[src/rtl/limp_pkg.sv]
package limp_pkg;

   typedef enum logic {
      ST_RUN  = 1'b0,
      ST_LIMP = 1'b1
   } limp_state_e;

   typedef struct packed {
      logic auto_lock;
      logic mem_sel;
      logic pll_sel;
   } clk_sel_t;

endpackage

[src/rtl/limp_sync.sv]
module limp_sync #(
   parameter int   STAGES  = 2,
   parameter logic RST_VAL = 1'b1
) (
   input  logic clk,
   input  logic rst_n,
   input  logic d_i,
   output logic q_o
);
   if (STAGES < 2) begin : g_bad_stages
      $error("limp_sync: STAGES must be at least 2");
   end

   logic [STAGES-1:0] chain_q;

   for (genvar i = 0; i < STAGES; i++) begin : g_stage
      if (i == 0) begin : g_first
         always_ff @(posedge clk or negedge rst_n) begin
            if (!rst_n) chain_q[0] <= RST_VAL;
            else        chain_q[0] <= d_i;
         end
      end else begin : g_next
         always_ff @(posedge clk or negedge rst_n) begin
            if (!rst_n) chain_q[i] <= RST_VAL;
            else        chain_q[i] <= chain_q[i-1];
         end
      end
   end

   assign q_o = chain_q[STAGES-1];
endmodule

[src/rtl/limp_poll_timer.sv]
module limp_poll_timer #(
   parameter int CNT_W = 13
) (
   input  logic clk,
   input  logic rst_n,
   output logic poll_o
);
   if (CNT_W < 2) begin : g_bad_width
      $error("limp_poll_timer: CNT_W must be at least 2");
   end

   localparam logic [CNT_W-1:0] MID = {1'b1, {(CNT_W-1){1'b0}}};
   localparam logic [CNT_W-1:0] ONE = {{(CNT_W-1){1'b0}}, 1'b1};

   logic [CNT_W-1:0] cnt_q;

   always_ff @(posedge clk or negedge rst_n) begin
      if (!rst_n) cnt_q <= '0;
      else        cnt_q <= cnt_q + ONE;
   end

   assign poll_o = (cnt_q == MID);
endmodule

[src/rtl/limp_sel_store.sv]
module limp_sel_store
   import limp_pkg::*;
(
   input  logic     clk,
   input  logic     rst_n,
   input  logic     limp_i,
   input  logic     capture_i,
   input  logic     restore_i,
   input  logic     wr_i,
   input  clk_sel_t wdata_i,
   output logic     act_pll_o,
   output logic     act_mem_o,
   output logic     relock_cond_o
);
   clk_sel_t act_q, save_q, rest;

   // value the outputs take on the restore edge
   assign rest = wr_i ? wdata_i : save_q;

   always_ff @(posedge clk or negedge rst_n) begin
      if (!rst_n) begin
         save_q <= '0;
      end else if (capture_i) begin
         save_q <= wr_i ? wdata_i : act_q;
      end else if (limp_i && wr_i) begin
         save_q <= wdata_i;
      end
   end

   always_ff @(posedge clk or negedge rst_n) begin
      if (!rst_n) begin
         act_q <= '0;
      end else if (restore_i) begin
         act_q <= rest;
      end else if (!limp_i && wr_i) begin
         act_q <= wdata_i;
      end
   end

   assign act_pll_o     = act_q.pll_sel;
   assign act_mem_o     = act_q.mem_sel;
   assign relock_cond_o = rest.auto_lock & rest.pll_sel;
endmodule

[src/rtl/limp_supervisor.sv]
module limp_supervisor
   import limp_pkg::*;
#(
   parameter int               CNT_W       = 13,
   parameter int               SYNC_STAGES = 2,
   parameter int               N_MOD       = 3,
   parameter logic [N_MOD-1:0] FORCE_MASK  = '1
) (
   input  logic             clk_fb_i,
   input  logic             rst_ni,
   input  logic             clk_ok_i,
   input  logic             mon_en_i,
   input  logic             fmon_en_i,
   input  logic             sel_wr_i,
   input  logic             sel_pll_i,
   input  logic             sel_mem_i,
   input  logic             sel_auto_i,
   input  logic             irq_en_i,
   input  logic             flag_clr_i,
   output logic             limp_o,
   output logic             chg_flag_o,
   output logic             irq_o,
   output logic             pll_sel_o,
   output logic             mem_sel_o,
   output logic             mon_on_o,
   output logic [N_MOD-1:0] mod_fb_o,
   output logic             relock_o
);
   if (N_MOD < 1) begin : g_bad_nmod
      $error("limp_supervisor: N_MOD must be at least 1");
   end

   limp_state_e state_q, state_d;
   logic        ok_s, poll_stb, mon_eff, enter, leave;
   logic        act_pll, act_mem, relock_cond;
   logic        flag_q, relock_q;
   clk_sel_t    wdata;

   limp_sync #(.STAGES(SYNC_STAGES), .RST_VAL(1'b1)) u_sync (
      .clk   (clk_fb_i),
      .rst_n (rst_ni),
      .d_i   (clk_ok_i),
      .q_o   (ok_s)
   );

   limp_poll_timer #(.CNT_W(CNT_W)) u_timer (
      .clk    (clk_fb_i),
      .rst_n  (rst_ni),
      .poll_o (poll_stb)
   );

   assign wdata = '{auto_lock: sel_auto_i, mem_sel: sel_mem_i, pll_sel: sel_pll_i};

   assign mon_eff = mon_en_i | fmon_en_i;
   assign enter   = (state_q == ST_RUN)  && mon_eff && !ok_s;
   assign leave   = (state_q == ST_LIMP) && poll_stb && ok_s;

   always_comb begin
      state_d = state_q;
      if (enter)      state_d = ST_LIMP;
      else if (leave) state_d = ST_RUN;
   end

   always_ff @(posedge clk_fb_i or negedge rst_ni) begin
      if (!rst_ni) state_q <= ST_RUN;
      else         state_q <= state_d;
   end

   limp_sel_store u_store (
      .clk           (clk_fb_i),
      .rst_n         (rst_ni),
      .limp_i        (state_q == ST_LIMP),
      .capture_i     (enter),
      .restore_i     (leave),
      .wr_i          (sel_wr_i),
      .wdata_i       (wdata),
      .act_pll_o     (act_pll),
      .act_mem_o     (act_mem),
      .relock_cond_o (relock_cond)
   );

   // set has priority over the clear strobe
   always_ff @(posedge clk_fb_i or negedge rst_ni) begin
      if (!rst_ni)              flag_q <= 1'b0;
      else if (enter || leave)  flag_q <= 1'b1;
      else if (flag_clr_i)      flag_q <= 1'b0;
   end

   always_ff @(posedge clk_fb_i or negedge rst_ni) begin
      if (!rst_ni) relock_q <= 1'b0;
      else         relock_q <= leave && relock_cond;
   end

   assign limp_o     = (state_q == ST_LIMP);
   assign chg_flag_o = flag_q;
   assign irq_o      = flag_q & irq_en_i;
   assign pll_sel_o  = act_pll & ~limp_o;
   assign mem_sel_o  = act_mem;
   assign mon_on_o   = limp_o | mon_eff;
   assign relock_o   = relock_q;

   for (genvar g = 0; g < N_MOD; g++) begin : g_modclk
      if (FORCE_MASK[g]) begin : g_forced
         assign mod_fb_o[g] = limp_o;
      end else begin : g_free
         assign mod_fb_o[g] = 1'b0;
      end
   end
endmodule

[config.mk]
export PLATFORM = sky130hd
export DESIGN_NAME = limp_supervisor
export DESIGN_NICKNAME = d
export VERILOG_FILES = /design/src/rtl/limp_pkg.sv /design/src/rtl/limp_sync.sv /design/src/rtl/limp_poll_timer.sv /design/src/rtl/limp_sel_store.sv /design/src/rtl/limp_supervisor.sv
export SDC_FILE = /design/constraint.sdc
export NUM_CORES = 1
export LEC_CHECK = 0
export BUFFER_PORTS_ARGS = -buffer_cell sky130_fd_sc_hd__buf_2
export CAP_MARGIN = 10
export CORE_MARGIN = 3
export CORE_UTILIZATION = 35
export CTS_BUF_LIST = sky130_fd_sc_hd__clkbuf_16
export DETAILED_ROUTE_END_ITERATION = 6
export SLEW_MARGIN = 20
export SYNTH_ARGS = -nofsm -noshare
export SYNTH_HDL_FRONTEND = slang
export SYNTH_HIERARCHICAL = 1
export SYNTH_SLANG_ARGS = --single-unit
export TNS_END_PERCENT = 100
[constraint.sdc]
create_clock -name clk_fb_i -period 2.2 [get_ports clk_fb_i]
set_input_delay 0.33 -clock clk_fb_i [delete_from_list [all_inputs] [get_ports clk_fb_i]]
set_output_delay 0.33 -clock clk_fb_i [all_outputs]
set_load 0.03 [all_outputs]
Word level (Yosys, flattened, before mapping)
Cells that the tools add are included.
{"block": "totals", "output_inout_bits": 10, "ff_bits": 24, "inputBits": 11, "wordCells": 44}
{"block": "classes", "bitwise_logic": 6, "add_sub_neg": 1, "eq_ne": 1, "reduce_logical": 14, "mux": 10}
{"cell": "$mux 3", "n": 6}
{"cell": "$add 13x1->13 const B", "n": 1}
{"cell": "$eq 13x13->1 const B", "n": 1}
{"cell": "$reduce_bool 2->1", "n": 4}
{"cell": "$logic_and 1x1->1", "n": 7}
{"cell": "$mux 1", "n": 4}
{"cell": "$and 1x1->1", "n": 3}
{"cell": "$logic_not 1->1", "n": 2}
{"cell": "$or 1x1->1", "n": 2}
{"cell": "$logic_or 1x1->1", "n": 1}
{"cell": "$not 1->1", "n": 1}

Logic depth before layout (Yosys ltp)
{"block": "depth", "word_depth": 5, "mapped_depth": 9, "mapped_depth_nobuf": 9}

Cells and area by module
Netlist, hierarchy kept.
{"mod": "limp_poll_timer", "seq_area_each_um2": 325.3, "area_per_inst_um2": 604.3, "n_inst": 1, "cells_each": 52}
{"mod": "limp_sel_store", "seq_area_each_um2": 150.1, "area_per_inst_um2": 362.8, "n_inst": 1, "cells_each": 39}
{"mod": "limp_supervisor", "seq_area_each_um2": 75.1, "area_per_inst_um2": 177.7, "n_inst": 1, "cells_each": 18}
{"mod": "limp_sync", "seq_area_each_um2": 52.6, "area_per_inst_um2": 52.6, "n_inst": 1, "cells_each": 2}

Worst setup path after synthesis
No wires, ideal clock.
{"block": "synth_path", "path_type": "register to register", "start": "reg u_timer.cnt_q[10]", "end": "reg u_store.act_q, in the netlist u_store/act_mem_o", "slack_ns": 0.544, "n_path_buf": 0, "path_stages_with_launch": 8, "arrival_time_ns": 1.573, "period_less_slack_ns": 1.656, "required_ns": 2.117, "setup_ns": 0.083, "cell_sequence": "dfrtp_1 or4_1 nor2_1 nand3_1 inv_1 and3b_2 a31oi_1 o21ai_0"}
{"block": "synth_between", "elab_chain_len": 4, "word_cells_on_any_way": 5, "cone_classes": "eq/ne (1); mux (1); reduce/logical (3)"}
{"element": "start: declaration", "line": "limp_poll_timer.sv:15", "text": "logic [CNT_W-1:0] cnt_q;"}
{"element": "start signal: assignment", "line": "limp_poll_timer.sv:19", "text": "else cnt_q <= cnt_q + ONE;"}
{"element": "$eq 13x13->1 *", "line": "limp_poll_timer.sv:22", "text": "assign poll_o = (cnt_q == MID);"}
{"element": "named net poll_stb", "line": "limp_supervisor.sv:34", "text": "logic ok_s, poll_stb, mon_eff, enter, leave;"}
{"element": "$logic_and 1x1->1 * (2 in series)", "line": "limp_supervisor.sv:56", "text": "assign leave = (state_q == ST_LIMP) && poll_stb && ok_s;"}
{"element": "named net leave", "line": "limp_supervisor.sv:34"}
{"element": "$mux 3 or $reduce_bool 2->1 (tied branches)"}
{"element": "end signal: assignment", "line": "limp_sel_store.sv:34", "text": "act_q <= rest;"}
{"element": "end signal: assignment", "line": "limp_sel_store.sv:36", "text": "act_q <= wdata_i;"}
{"element": "end: declaration", "line": "limp_sel_store.sv:15", "text": "clk_sel_t act_q, save_q, rest;"}
Mark *: on every way through the listed nets, which the timed path passes. The rest lies on a longest branch.
A chain may end at the register's enable or synchronous reset.

Worst setup path after layout
Same ends and word-level chain as after synthesis.

==> results.yml <==
hold_path:
  hold_class: "input pin to async pin"
clock_network:
  cts_buffers: 3
  clk_pin_slew_ns: 0.06
  cts_buffer_depth: 2
  cts_sinks: 24
  hold_buffers: 0
  htreeDepth: 1
  worstSkewPairLatency_ns: 0.26
  cts_tree: "done"
  cts-root-buf: "clkbuf_16"
  post_cts_resize_count: 0
  cts_setup_buffers: 0
power:
  leakage_uw: 0.000683
  ir_worst_vdd_mv: 0.360
  switching_share_pct: 23.6
  p_per_area_nw_per_um2: 703
  p_int_uw: 756
  power_frac_comb_pct: 11.9
  pwr-share-clk_pct: 38.8
  p_seq_share_pct: 49.3
  switchingPower_uw: 234
layout:
  multi_input_area_um2: 537
  regArea_um2: 603
  antennaDiodeCount: 0
  drive_gt1_share_pct: 28.8
  stdcell_count: 176
  fin_nets: 146
  area_delta_synth_final_pct: 17.6
  n_fill_cell: 318
die:
  core_area_um2: 3150
  die_y_um: 64.5
  fp-row-count: 20
  ioPinCount: 21
  die_w_um: 64.5
  die-area_um2: 4160
  start_util_pct: 38.0
grt:
  grt_pass1_vias: 838
  antenna_found_initial: 0
  grt_pass1_wl_um: 3660
  grtUsageTotal_pct: 11.4
  grt_start_max_net_pins: 25
  grt-ovfl-total: 0
synth:
  synth-seq-cells: 24
  synth_area_per_cell_um2: 10.8
  yosysWarnings: 6
  synthArstFlopShare_pct: 100
  synth_fp_nets: 124
  ys_types: 36
  synth.cell_area_um2: 1200
  yosysSeqAreaShare_pct: 50.4
  ys.flop_type: "dfrtp_1"
  synth_edf_count: 0
  syn_inst: 111
run_status:
  status: "finished clean"
placed_design:
  io_buffers: 20
  gp_congestion: 0.808
  dp.cells: 172
  dp_hpwl_um: 1510
sta:
  hold_violations: 0
  rsz0062_at_grt: "no"
  tightest_slew_ns: 0.517
  maxSlewViolCount: 0
  fmax_ghz: 0.570
  final.setup_skew_ns: 0.00740
  period_needed_ns: 1.76
  fin_setup_tns_ns: 0
  fin_crit_sh_pct: 79.8
  finalSetupViolations: 0
  slew_headroom_pct: 65.5
critical_path:
  cp.depth: 7
  crit_family: "simple AND/OR/NAND/NOR gates"
  crit_required_ns: 2.38
  crit_chain: "or4_1 > nor2_1 > nand3_1 > inv_1 > and3b_2 > a31oi_1 > o21ai_0"
  crit_start: "u_timer/cnt_q[10]"
  setup.worst_path.end_class: "register"
  path_max_fanout: 8
  arrival_ns: 1.93
  r2r_cells: 7
  slowest_delay_ns: 0.52
  start_kind: "register"
  crit_buf_inv: 1
  worst_path_max_delay_cell: "or4_1"
  path_class: "register to register"
  worstReg2RegStart: "u_timer/cnt_q[10]"
routing:
  ant_nets: 0
  dr.pass1.iters: 4
  post_drt_wl_per_cell_um: 11.8
  drc_errors: 0
  vias: 862
  drt-total-wl_um: 2080
  routed_via_density: 4.90
  drt_iter0_drc: 49
job:
  max-cap-violations: 0
## flip-flops by register name, indices dropped and copies added (netlist names)
name	flops
relock_o	1
u_sync/chain_q	1
u_store/save_q	3
u_store/act_pll_o	1
u_timer/cnt_q	13
chg_flag_o	1
limp_o	1
u_store/act_mem_o	1
u_sync/q_o	1
u_store/act_q	1
## synthesized netlist by cell type, drive strengths merged, types with 3 or more instances
cell | n | area share, %
nor3 | 7 | 3.8
nand2 | 5 | 1.6
o21ai | 3 | 1.6
nand4 | 5 | 3.7
nand3 | 5 | 2.9
inv | 5 | 1.6
a211oi | 5 | 3.1
buf | 4 | 2.8
nor2b | 3 | 1.6
xor2 | 9 | 6.6
nor2 | 13 | 4.1
dfrtp | 22 | 46
## metal layers
metal	vias up	GRT usage (%)	wire, um
met1	414	13.8	922
met3	6	3.29	100
li1	425	-	-
met4	0	5.54	33
met5	-	0	0
met2	17	18.6	1020
## final timing paths
kind                                          end  slack [ns]
min in group clk_fb_i           u_sync/chain_q[0]        0.17
worst max register to register  u_store/act_mem_o        0.44
worst min register to register         u_sync/q_o        0.35
worst max-delay path            u_store/act_mem_o        0.44
max in group asynchronous              u_sync/q_o        1.79
worst min-delay path            u_store/act_pll_o        0.04
## metrics by stage
step | utilization [%] | setup WS, ns | cell area, um2 | total power, uW | hold WS, ns
after floorplan | - | 0.544 | 1200 | 574 | 0.0344
after global placement | 42.1 | 0.491 | 1330 | 612 | 0.338
after detailed placement | 42.1 | 0.442 | 1330 | 615 | 0.344
after CTS | 44.6 | 0.439 | 1410 | 1010 | 0.0658
after global routing | 44.6 | 0.235 | 1410 | 1040 | 0.0777
final | 44.6 | 0.444 | 1410 | 990 | 0.0417
## final cells by class
type / instances / share of cell area, %
clock buffer: 3 / 5.33
clock inverter: 1 / 0.267
multi-input combinational: 77 / 38.1
tap: 44 / 3.91
sequential: 24 / 42.8
timing repair buffer: 22 / 8.18
inverter: 5 / 1.33
## cells by family after synthesis
| family | after synthesis | share of synthesized area (%) |
|---|---|---|
| AO/OA/AOI/OAI | 13 | 8.67 |
| XOR/XNOR | 11 | 8.05 |
| adder cells (fa/ha/maj) | 2 | 2.09 |
| buffers and inverters | 10 | 4.81 |
| flip-flops | 24 | 50.4 |
| multiplexers | 2 | 1.67 |
| AND/OR/NAND/NOR | 49 | 24.3 |
## power by group through the flow
stage	sequential [uW]	clock, uW	combinational, uW
finish	488	384	118
global route	492	422	130
CTS	488	402	119
detailed placement	496	0	119
global placement	496	0	117
floorplan	507	0	67.3
## cells in the final DEF, fill, tap and decap left out, types with 3 or more instances in the layout
| master | n |
|---|---|
| dfrtp_1 | 22 |
| buf_2 | 20 |
| nor2_1 | 13 |
| xor2_1 | 9 |
| inv_1 | 6 |
| nand2_1 | 5 |
| a211oi_1 | 5 |
| nor3_1 | 5 |
| nand3_1 | 3 |
| clkbuf_16 | 3 |
| nor2b_1 | 3 |
| nand4_1 | 3 |
(Power assumes the default switching activity.)
